--- config.mk ---
export PLATFORM = sky130hd
export DESIGN_NAME = mc_route_table
export DESIGN_NICKNAME = d
export VERILOG_FILES = /design/src/rtl/mcrt_pkg.sv /design/src/rtl/mcrt_regs.sv /design/src/rtl/mcrt_lookup.sv /design/src/rtl/mc_route_table.sv
export SDC_FILE = /design/constraint.sdc
export NUM_CORES = 1
export LEC_CHECK = 0
export CORE_MARGIN = 3
export CORE_UTILIZATION = 39
export DETAILED_ROUTE_END_ITERATION = 10
export HOLD_SLACK_MARGIN = 0.03
export PLACE_DENSITY = 0.65
export RECOVER_POWER = 25
export SKIP_CTS_REPAIR_TIMING = 1
export SLEW_MARGIN = 40
export SYNTH_ARGS = -nofsm -noshare
export SYNTH_HDL_FRONTEND = slang
export SYNTH_SLANG_ARGS = --single-unit
--- constraint.sdc ---
create_clock -name clk -period 4.35 [get_ports clk]
set_input_delay 1.0875 -clock clk [delete_from_list [all_inputs] [get_ports clk]]
set_output_delay 1.0875 -clock clk [all_outputs]
set_load 0.05 [all_outputs]
--- src/rtl/mcrt_pkg.sv ---
package mcrt_pkg;
  localparam int BLK_W      = 6;   // block index / count width
  localparam int SUB_W      = 5;   // 32 IDs per block
  localparam int ID_W       = BLK_W + SUB_W;
  localparam int CHIP_W     = 4;
  localparam int DATA_W     = 32;
  localparam int ADDR_W     = 5;

  // register field positions
  localparam int ENT_VALID_BIT = 31;
  localparam int ENT_CNT_LSB   = 8;
  localparam int ENT_FIRST_LSB = 0;
  localparam int DFLT_BUSY_BIT = 31;
  localparam int STAT_CONN_BIT = 0;
  localparam int STAT_ERR_BIT  = 1;

  typedef struct packed {
    logic             valid;
    logic [BLK_W-1:0] count;
    logic [BLK_W-1:0] first;
  } entry_t;
endpackage

--- src/rtl/mcrt_regs.sv ---
module mcrt_regs
  import mcrt_pkg::*;
#(
  parameter int NUM_CHIPS  = 16,
  parameter int PUP_CYCLES = 8
) (
  input  logic                       clk,
  input  logic                       rst,
  input  logic                       we,
  input  logic [ADDR_W-1:0]          addr,
  input  logic [DATA_W-1:0]          wdata,
  output logic [DATA_W-1:0]          rdata,
  output entry_t [NUM_CHIPS-1:0]     tbl
);
  localparam int CW        = $clog2(NUM_CHIPS);
  localparam int CNT_W     = $clog2(PUP_CYCLES + 1);
  localparam logic [ADDR_W-1:0] ADDR_DFLT = ADDR_W'(NUM_CHIPS);
  localparam logic [ADDR_W-1:0] ADDR_STAT = ADDR_W'(NUM_CHIPS + 1);

  logic [CNT_W-1:0] busy_cnt;
  logic [CW-1:0]    dflt_chip;
  logic             busy, sticky_err, connected;
  logic             hit_ent, hit_dflt, tbl_op, take, refuse;
  entry_t           wentry;

  assign busy     = (busy_cnt != '0);
  assign hit_ent  = we && (addr < ADDR_W'(NUM_CHIPS));
  assign hit_dflt = we && (addr == ADDR_DFLT);
  assign tbl_op   = hit_ent || hit_dflt;
  assign take     = tbl_op && !busy;
  assign refuse   = tbl_op && busy;

  assign wentry.valid = wdata[ENT_VALID_BIT];
  assign wentry.count = wdata[ENT_CNT_LSB +: BLK_W];
  assign wentry.first = wdata[ENT_FIRST_LSB +: BLK_W];

  logic unused_wdata;
  assign unused_wdata = ^{wdata};

  for (genvar i = 0; i < NUM_CHIPS; i++) begin : g_ent
    always_ff @(posedge clk) begin
      if (rst)
        tbl[i] <= '0;
      else if (take && hit_ent && addr[CW-1:0] == CW'(i))
        tbl[i] <= wentry;
    end
  end

  always_ff @(posedge clk) begin
    if (rst) begin
      dflt_chip  <= '0;
      busy_cnt   <= '0;
      sticky_err <= 1'b0;
      connected  <= 1'b0;
    end else begin
      if (take && hit_dflt)
        dflt_chip <= wdata[CW-1:0];

      if (take)
        busy_cnt <= CNT_W'(PUP_CYCLES);
      else if (busy)
        busy_cnt <= busy_cnt - CNT_W'(1);

      if (refuse)
        sticky_err <= 1'b1;
      else if (we && addr == ADDR_STAT && wdata[STAT_ERR_BIT])
        sticky_err <= 1'b0;

      if (!tbl[dflt_chip].valid)
        connected <= 1'b0;
      else if (!busy)
        connected <= 1'b1;
    end
  end

  always_ff @(posedge clk) begin
    if (rst)
      rdata <= '0;
    else begin
      rdata <= '0;
      if (addr < ADDR_W'(NUM_CHIPS)) begin
        rdata[ENT_VALID_BIT]              <= tbl[addr[CW-1:0]].valid;
        rdata[ENT_CNT_LSB +: BLK_W]       <= tbl[addr[CW-1:0]].count;
        rdata[ENT_FIRST_LSB +: BLK_W]     <= tbl[addr[CW-1:0]].first;
      end else if (addr == ADDR_DFLT) begin
        rdata[CW-1:0]        <= dflt_chip;
        rdata[DFLT_BUSY_BIT] <= busy;
      end else if (addr == ADDR_STAT) begin
        rdata[STAT_CONN_BIT] <= connected;
        rdata[STAT_ERR_BIT]  <= sticky_err;
      end
    end
  end

  assert_reset_state_R1: assert property (@(posedge clk)
    rst |=> (busy_cnt == '0 && !connected && !sticky_err && dflt_chip == '0));

  assert_busy_starts_R3: assert property (@(posedge clk) disable iff (rst)
    take |=> busy);

  assert_refused_keeps_R4: assert property (@(posedge clk) disable iff (rst)
    (hit_ent && busy) |=> (tbl == $past(tbl)));

  assert_refused_flags_R4: assert property (@(posedge clk) disable iff (rst)
    refuse |=> sticky_err);

  assert_connect_after_idle_R10: assert property (@(posedge clk) disable iff (rst)
    $rose(connected) |-> $past(!busy));
endmodule

--- src/rtl/mcrt_lookup.sv ---
module mcrt_lookup
  import mcrt_pkg::*;
#(
  parameter int NUM_CHIPS = 16
) (
  input  logic                   clk,
  input  logic                   rst,
  input  entry_t [NUM_CHIPS-1:0] tbl,
  input  logic [CHIP_W-1:0]      self_chip,
  input  logic [ID_W-1:0]        id,
  input  logic                   wire_req,
  input  logic                   msg_req,
  output logic                   owned,
  output logic [CHIP_W-1:0]      owner,
  output logic                   wire_ok,
  output logic                   accept,
  output logic                   overlap
);
  logic [BLK_W-1:0]     blk;
  logic [NUM_CHIPS-1:0] hit;
  logic [CHIP_W-1:0]    win;
  logic                 any_hit, multi, is_self;

  assign blk = id[ID_W-1:SUB_W];

  for (genvar i = 0; i < NUM_CHIPS; i++) begin : g_match
    logic [BLK_W:0] lim;
    assign lim    = {1'b0, tbl[i].first} + {1'b0, tbl[i].count};
    assign hit[i] = tbl[i].valid && (blk >= tbl[i].first) && ({1'b0, blk} < lim);
  end

  always_comb begin
    win = '0;
    for (int i = NUM_CHIPS - 1; i >= 0; i--)
      if (hit[i]) win = CHIP_W'(i);
  end

  assign any_hit = |hit;
  assign multi   = (hit & (hit - NUM_CHIPS'(1))) != '0;
  assign is_self = any_hit && (win == self_chip);

  always_ff @(posedge clk) begin
    if (rst) begin
      owned   <= 1'b0;
      owner   <= '0;
      wire_ok <= 1'b0;
      accept  <= 1'b0;
      overlap <= 1'b0;
    end else begin
      owned   <= any_hit;
      owner   <= win;
      wire_ok <= is_self;
      accept  <= (any_hit && msg_req) || (is_self && wire_req);
      overlap <= multi;
    end
  end

  assert_unowned_dropped_R7: assert property (@(posedge clk) disable iff (rst)
    !owned |-> (!accept && !wire_ok));

  assert_wire_local_only_R8: assert property (@(posedge clk) disable iff (rst)
    (accept && !$past(msg_req)) |-> wire_ok);

  assert_overlap_owned_R9: assert property (@(posedge clk) disable iff (rst)
    overlap |-> owned);
endmodule

--- src/rtl/mc_route_table.sv ---
module mc_route_table
  import mcrt_pkg::*;
#(
  parameter int NUM_CHIPS  = 16,
  parameter int PUP_CYCLES = 8
) (
  input  logic              clk,
  input  logic              rst,
  input  logic [3:0]        self_chip,
  input  logic              reg_we,
  input  logic [4:0]        reg_addr,
  input  logic [31:0]       reg_wdata,
  output logic [31:0]       reg_rdata,
  input  logic [10:0]       lk_id,
  input  logic              lk_wire,
  input  logic              lk_msg,
  output logic              lk_owned,
  output logic [3:0]        lk_owner,
  output logic              lk_wire_ok,
  output logic              lk_accept,
  output logic              lk_overlap
);
  entry_t [NUM_CHIPS-1:0] tbl;

  mcrt_regs #(.NUM_CHIPS(NUM_CHIPS), .PUP_CYCLES(PUP_CYCLES)) u_regs (
    .clk(clk), .rst(rst), .we(reg_we), .addr(reg_addr),
    .wdata(reg_wdata), .rdata(reg_rdata), .tbl(tbl)
  );

  mcrt_lookup #(.NUM_CHIPS(NUM_CHIPS)) u_lookup (
    .clk(clk), .rst(rst), .tbl(tbl), .self_chip(self_chip),
    .id(lk_id), .wire_req(lk_wire), .msg_req(lk_msg),
    .owned(lk_owned), .owner(lk_owner), .wire_ok(lk_wire_ok),
    .accept(lk_accept), .overlap(lk_overlap)
  );
endmodule

* Yosys cells after proc, flatten, opt, wreduce, memory -nomap -nowiden *
Cells that the tools add are included.

operators by class
  bitwise operators = 3
  add/subtract/negate cells = 18
  reduce and logical (&&, ||, !) cells = 71
  magnitude comparators = 35
  mux-type cells = 30
  eq/ne operators = 18

operators by type and width
  kind                   count
  $add 6x6->7            16
  $lt 6x7->1             16
  $bmux 13 s4            2
  $ge 6x6->1             16
  $mux 4                 19
  $logic_and 1x1->1      59
  $eq 4x4->1 const B     8
  $mux 13                2
  $and 16x16->16         1
  $eq 4x3->1 const B     4
  $reduce_bool 16->1     1
  $reduce_or 16->1       1
  $sub 16x1->16 const B  1
  $eq 5x5->1 const B     2
  $lt 4x5->1 const B     2
  $eq 4x2->1 const B     2
  $mux 2                 3
  $reduce_or 2->1        3
  $lt 5x5->1 const B     1
  $eq 4x1->1 const B     1
  $eq 4x4->1             1
  $logic_not 4->1        1
  $mux 1                 4
  $reduce_bool 2->1      2
  other kinds (5)        7

storage, ports and cells
  flip-flop bits (word level) = 258

* Longest topological paths before layout *
  word-level depth = 23
  gate-level depth with buffers = 17

* By module *
From an unflattened synthesis, not the netlist that was laid out.

unflattened totals
  cell total of the unflattened synthesis = 2002
  area, all modules = 18302.6 sq um

by module, submodules not included
  module       cells an instance  area each (sq um)  times used  sequential area each (sq um)
  mcrt_regs    1042               10488.8            1           4624.4
  mcrt_lookup  960                7813.7             1           160.2

* Least setup slack after synthesis *
No wires, ideal clock.

  path type = input port to flip-flop
  start point = input lk_id[5]
  end point = register u_lookup.accept
  data required time = 4.291 ns
  cell stages on the path = 13
  slack = -0.007 ns
  arrival = 4.298 ns
  cell sequence = buf_4 -> inv_1 -> ha_1 -> nand2b_1 -> a2111oi_1 -> o31ai_1 -> o211ai_4 -> nand4_4 -> or4b_4 -> o21ai_1 -> or4b_1 -> nor4_2 -> a22o_1

on the way
  cells in the longest elaborated chain, start to end = 23
  elaborated cells between the ends (all ways) = 86
  those cells by class = order compare: 32; eq/ne: 1; mux: 16; reduce/logical: 37

ends and longest elaborated chain
  element                         line                  text
  from (decl)                     mc_route_table.sv:14  input logic [10:0] lk_id,
  $ge 6x6->1                      mcrt_lookup.sv:29     assign hit[i] = tbl[i].valid && (blk >= tbl[i].first) && ({1'b0, blk} < lim);
  $logic_and 1x1->1 (2 in a row)  mcrt_lookup.sv:29
  $mux 4 (16 in a row)            mcrt_lookup.sv:35     if (hit[i]) win = CHIP_W'(i);
  $eq 4x4->1                      mcrt_lookup.sv:40     assign is_self = any_hit && (win == self_chip);
  $logic_and 1x1->1               mcrt_lookup.sv:40
  $logic_and 1x1->1               mcrt_lookup.sv:53     accept <= (any_hit && msg_req) || (is_self && wire_req);
  $logic_or 1x1->1 *              mcrt_lookup.sv:53
  to (signal assigned)            mcrt_lookup.sv:53
  to (decl)                       mcrt_lookup.sv:16     output logic accept,

Every way passes the cells marked *; elsewhere a longest branch is shown, timed or not.
A chain may end at the register's enable or synchronous reset.

* Worst setup path after layout *
  start point = register u_regs.tbl[39] (netlist name)
  end point = register u_lookup.accept

on the way
  cells in the longest elaborated chain, start to end = 11
  elaborated cells between the ends (all ways) = 15
  those cells by class = add/sub: 1; order compare: 2; eq/ne: 1; mux: 4; reduce/logical: 7

ends and longest elaborated chain
  element                                                 line
  $add 6x6->7 / $ge 6x6->1 (equally long branches)        mcrt_lookup.sv:28, mcrt_lookup.sv:29
  $lt 6x7->1 / $logic_and 1x1->1 (equally long branches)  mcrt_lookup.sv:29
  $logic_and 1x1->1 *                                     mcrt_lookup.sv:29
  $mux 4 (4 in a row)                                     mcrt_lookup.sv:35
  $eq 4x4->1                                              mcrt_lookup.sv:40
  $logic_and 1x1->1                                       mcrt_lookup.sv:40
  $logic_and 1x1->1                                       mcrt_lookup.sv:53
  $logic_or 1x1->1 *                                      mcrt_lookup.sv:53

Marked as above.

==> metrics.yaml <==
yosys:
  yosysWarnings: 0
  postSynthCellCount: 2005
  synth_top_area_cell: "dfxtp_1"
  ys_types: 64
  synth_flop_cell: "dfxtp_1"
  synthTopCellsByArea: "dfxtp_1 (27%), ha_1 (19%), mux4_2 (8.9%), a21oi_1 (6.2%), nand2_1 (5.9%)"
  async_reset_ff_share_pct: 0
  avgSynthCellArea_um2: 8.87
  synth_most_common_cell: "nand2_1"
  synth.top_cells.by_count: "nand2_1 (281), ha_1 (273), dfxtp_1 (239)"
  ys_ff_latch: 239
  synth_edf_count: 0
  yosysTopAreaCellShare_pct: 26.9
  syn_area_um2: 17800
  ys_seq_area_share_pct: 26.9
setup_path:
  crit_path_cell_trace: "ha_1, fa_1, a21o_1, a21oi_2, xor2_1, ha_1, a211o_1, a31oi_1, o211ai_4, buf_4, buf_4, nand3_1, o32a_1, o2111ai_1, or4b_1, nor4_4, a22o_1"
  cp_slowest_cell: "or4b_1"
  crit_required_ns: 4.88
  cp-end-kind: "flop"
  arrival_ns: 4.73
  regToRegStartpoint: "u_regs.tbl[39]$_SDFFE_PP0P_"
  path_class: "flop to flop"
  slowest_delay_ns: 0.58
  crit_fanout: 6
  crit_start: "u_regs.tbl[39]$_SDFFE_PP0P_"
  start_kind: "flop"
clock_network:
  clock-root-buffer: "clkbuf_16"
  numCtsBuffers: 30
  cts_max_level: 1
  clock_latency_ns: 0.59
  cts_num_sinks: 239
  cts.clk_slew.worst_paths_ns: 0.06
  clockBufferDepth: 3
  cts_tree: "built"
timing:
  finalSetupViolCount: 0
  post-route-min-period_ns: 4.19
  worst_clock_skew_ns: 0.0172
  fin_setup_tns_ns: 0
  relSlewSlack_pct: -46.8
  fin_crit_sh_pct: 96.4
  timing.fmax_ghz: 0.238
  finalHoldViolCount: 0
  slew_viol_final: 180
  tightestPinTransition_ns: 2.20
finish:
  diodes: 0
  nets: 2459
  area_growth_pct: 16.0
  drive_above_1_share_pct: 13.6
  instances_no_fill: 2725
  finalInstanceArea_um2: 20600
power_and_ir_drop:
  power_leakage_nw: 8.90
  switching_power_mw: 1.62
  ir_drop_mv: 0.302
  p_seq_share_pct: 39.9
  p_per_area_nw_per_um2: 276
  internal_power_mw: 4.07
  swShare_pct: 28.6
  combPwrFrac_pct: 15.1
  clkPwrFrac_pct: 44.9
die:
  die_w_um: 220
  io-pin-count: 97
  die_height_um: 220
  rows: 77
  core_area_um2: 44600
  start_util_pct: 39.9
  dieArea_um2: 48200
detailed_routing:
  routedWlPerCell_um: 21.6
  dr_wl_met2_um: 25900
  drtIter0Drc: 1431
  top_layer: "met4"
  totalWireLength_um: 58900
  wl_met3_um: 5040
  drtPass1Iterations: 8
  vias_per_cell: 5.74
  vias: 15600
  ant_nets: 0
  wl_met1_um: 24800
  drc: 0
global_route:
  grt_pass1_wl_um: 88600
  grt-ovfl-total: 0
  groute.usage.overall_pct: 24.0
  grt_pass1_vias: 15000
  antenna_found_initial: 1
  grt_max_degree: 180
placed_design:
  gp_congestion: 0.940
  placed_area_um2: 19500
  io_buffers: 53
  place_inst: 2671
  dp_hpwl_um: 42400
job:
  cap_violations: 1
min_path:
  hp-start: "u_regs.tbl[99]$_SDFFE_PP0P_"
  min-delay-path-class: "flop to flop"
outcome:
  violations: "max-capacitance violations, max-slew violations"
  outcome: "complete, but fails checks"
[placed cells by master, fill, tap and decap left out, types with 11 or more instances in the layout]
master           Yosys  final
inv_1              123    122
fa_1                16     16
a31oi_1             17     16
xor2_1              31     31
dfxtp_1            239    234
o21ai_0             49     48
nor3_1              12     12
nand3_1             56     56
clkdlybuf4s50_1      0     22
ha_1               273    273
clkbuf_16            0     31
nand2_1            281    281
conb_1               1     19
mux2i_1             85     85
mux4_2              70     70
a21oi_1            220    215
buf_4               20    110
a211o_1             13     13
a211oi_1            14     12
nor2b_1             28     28
buf_2                0     13
o21ai_1             11     11
o21a_1              16     16
a21o_1              42     42
nand2b_1            21     21
o21bai_1            18     18
dlygate4sd3_1        0     15
nor2_1             133    132
xnor2_1             30     30
[per-stage QoR]
step | setup WS [ns] | total power [mW] | hold slack, ns | utilization [%]
global route | -0.0476 | 5.88 | 0.512 | 46.2
finish | 0.157 | 5.69 | 0.480 | 46.2
detailed placement | -0.622 | 3.16 | 0.471 | 43.8
global placement | -0.591 | 3.13 | 0.466 | 43.8
CTS | -0.0504 | 5.70 | 0.480 | 46.0
floorplan | 0.0306 | 2.84 | 0.450 | -
[critical path, delay by kind of cell (launching register included)]
kind | cells | cell delay, ns
adders and majority gates | 3 | 0.92
and+or+nand+nor | 3 | 0.89
xor gates and xnor gates | 1 | 0.17
AOI/OAI and AO/OA | 8 | 1.47
DFF | 1 | 0.38
buffers and inverters | 2 | 0.32
[power by group through the flow]
| stage | logic, mW | clock network, mW | registers, mW |
|---|---|---|---|
| 4_1_cts | 0.841 | 2.59 | 2.27 |
| 5_1_grt | 0.940 | 2.66 | 2.28 |
| 3_5_place_dp | 0.837 | 0 | 2.32 |
| 2_1_floorplan | 0.535 | 0 | 2.31 |
| 3_3_place_gp | 0.814 | 0 | 2.32 |
| 6_report | 0.862 | 2.56 | 2.27 |
[path summary, 6_finish.rpt]
path | end | slack, ns | cells past startpoint
hold / removal | u_regs.tbl[99]$_SDFFE_PP0P_ | 0.48 | 2
hold reg to reg | u_regs.tbl[99]$_SDFFE_PP0P_ | 0.48 | 2
setup / recovery | u_lookup.accept$_SDFF_PP0_ | 0.16 | 17
setup reg to reg | u_lookup.accept$_SDFF_PP0_ | 0.16 | 17
[final cells by class]
type / count / area, µm²
fillers: 4194 / 24000
multi-input cells: 1547 / 12200
flip-flops and latches: 239 / 4790
repair buffers: 172 / 1410
clock buffers: 41 / 883
well taps: 592 / 741
inverters: 123 / 465
clock inverters: 11 / 113
[kinds of logic (layout without fill, tap and decap cells)]
logic type               Yosys count  after routing  synth area share (%)
AO/OA/AOI/OAI                    460            460                  16.2
XOR/XNOR                          61             61                  3.00
adder cells (fa/ha/maj)          292            292                  21.2
buffers and inverters            237            347                  5.42
flip-flops                       239            239                  26.9
multiplexers                     155            155                  13.6
other                              1             19                0.0211
AND/OR/NAND/NOR                  560            560                  13.7
[flip-flops by register name (all words and copies together) (netlist names)]
name / cells
u_regs.sticky_err: 1
u_lookup.wire_ok: 1
u_lookup.owned: 1
u_regs.dflt_chip: 4
u_lookup.overlap: 1
u_lookup.accept: 1
u_regs.connected: 1
u_lookup.owner: 4
u_regs.tbl: 208
u_regs.rdata: 13
u_regs.busy_cnt: 4
[layer usage]
metal / vias to the layer above / track usage (%)
met5: - / 0
met1: 7488 / 31.8
li1: 7315 / -
met2: 668 / 37.6
met3: 166 / 5.07
met4: 0 / 11.2
Note: power is estimated with default switching activity, not from simulation.
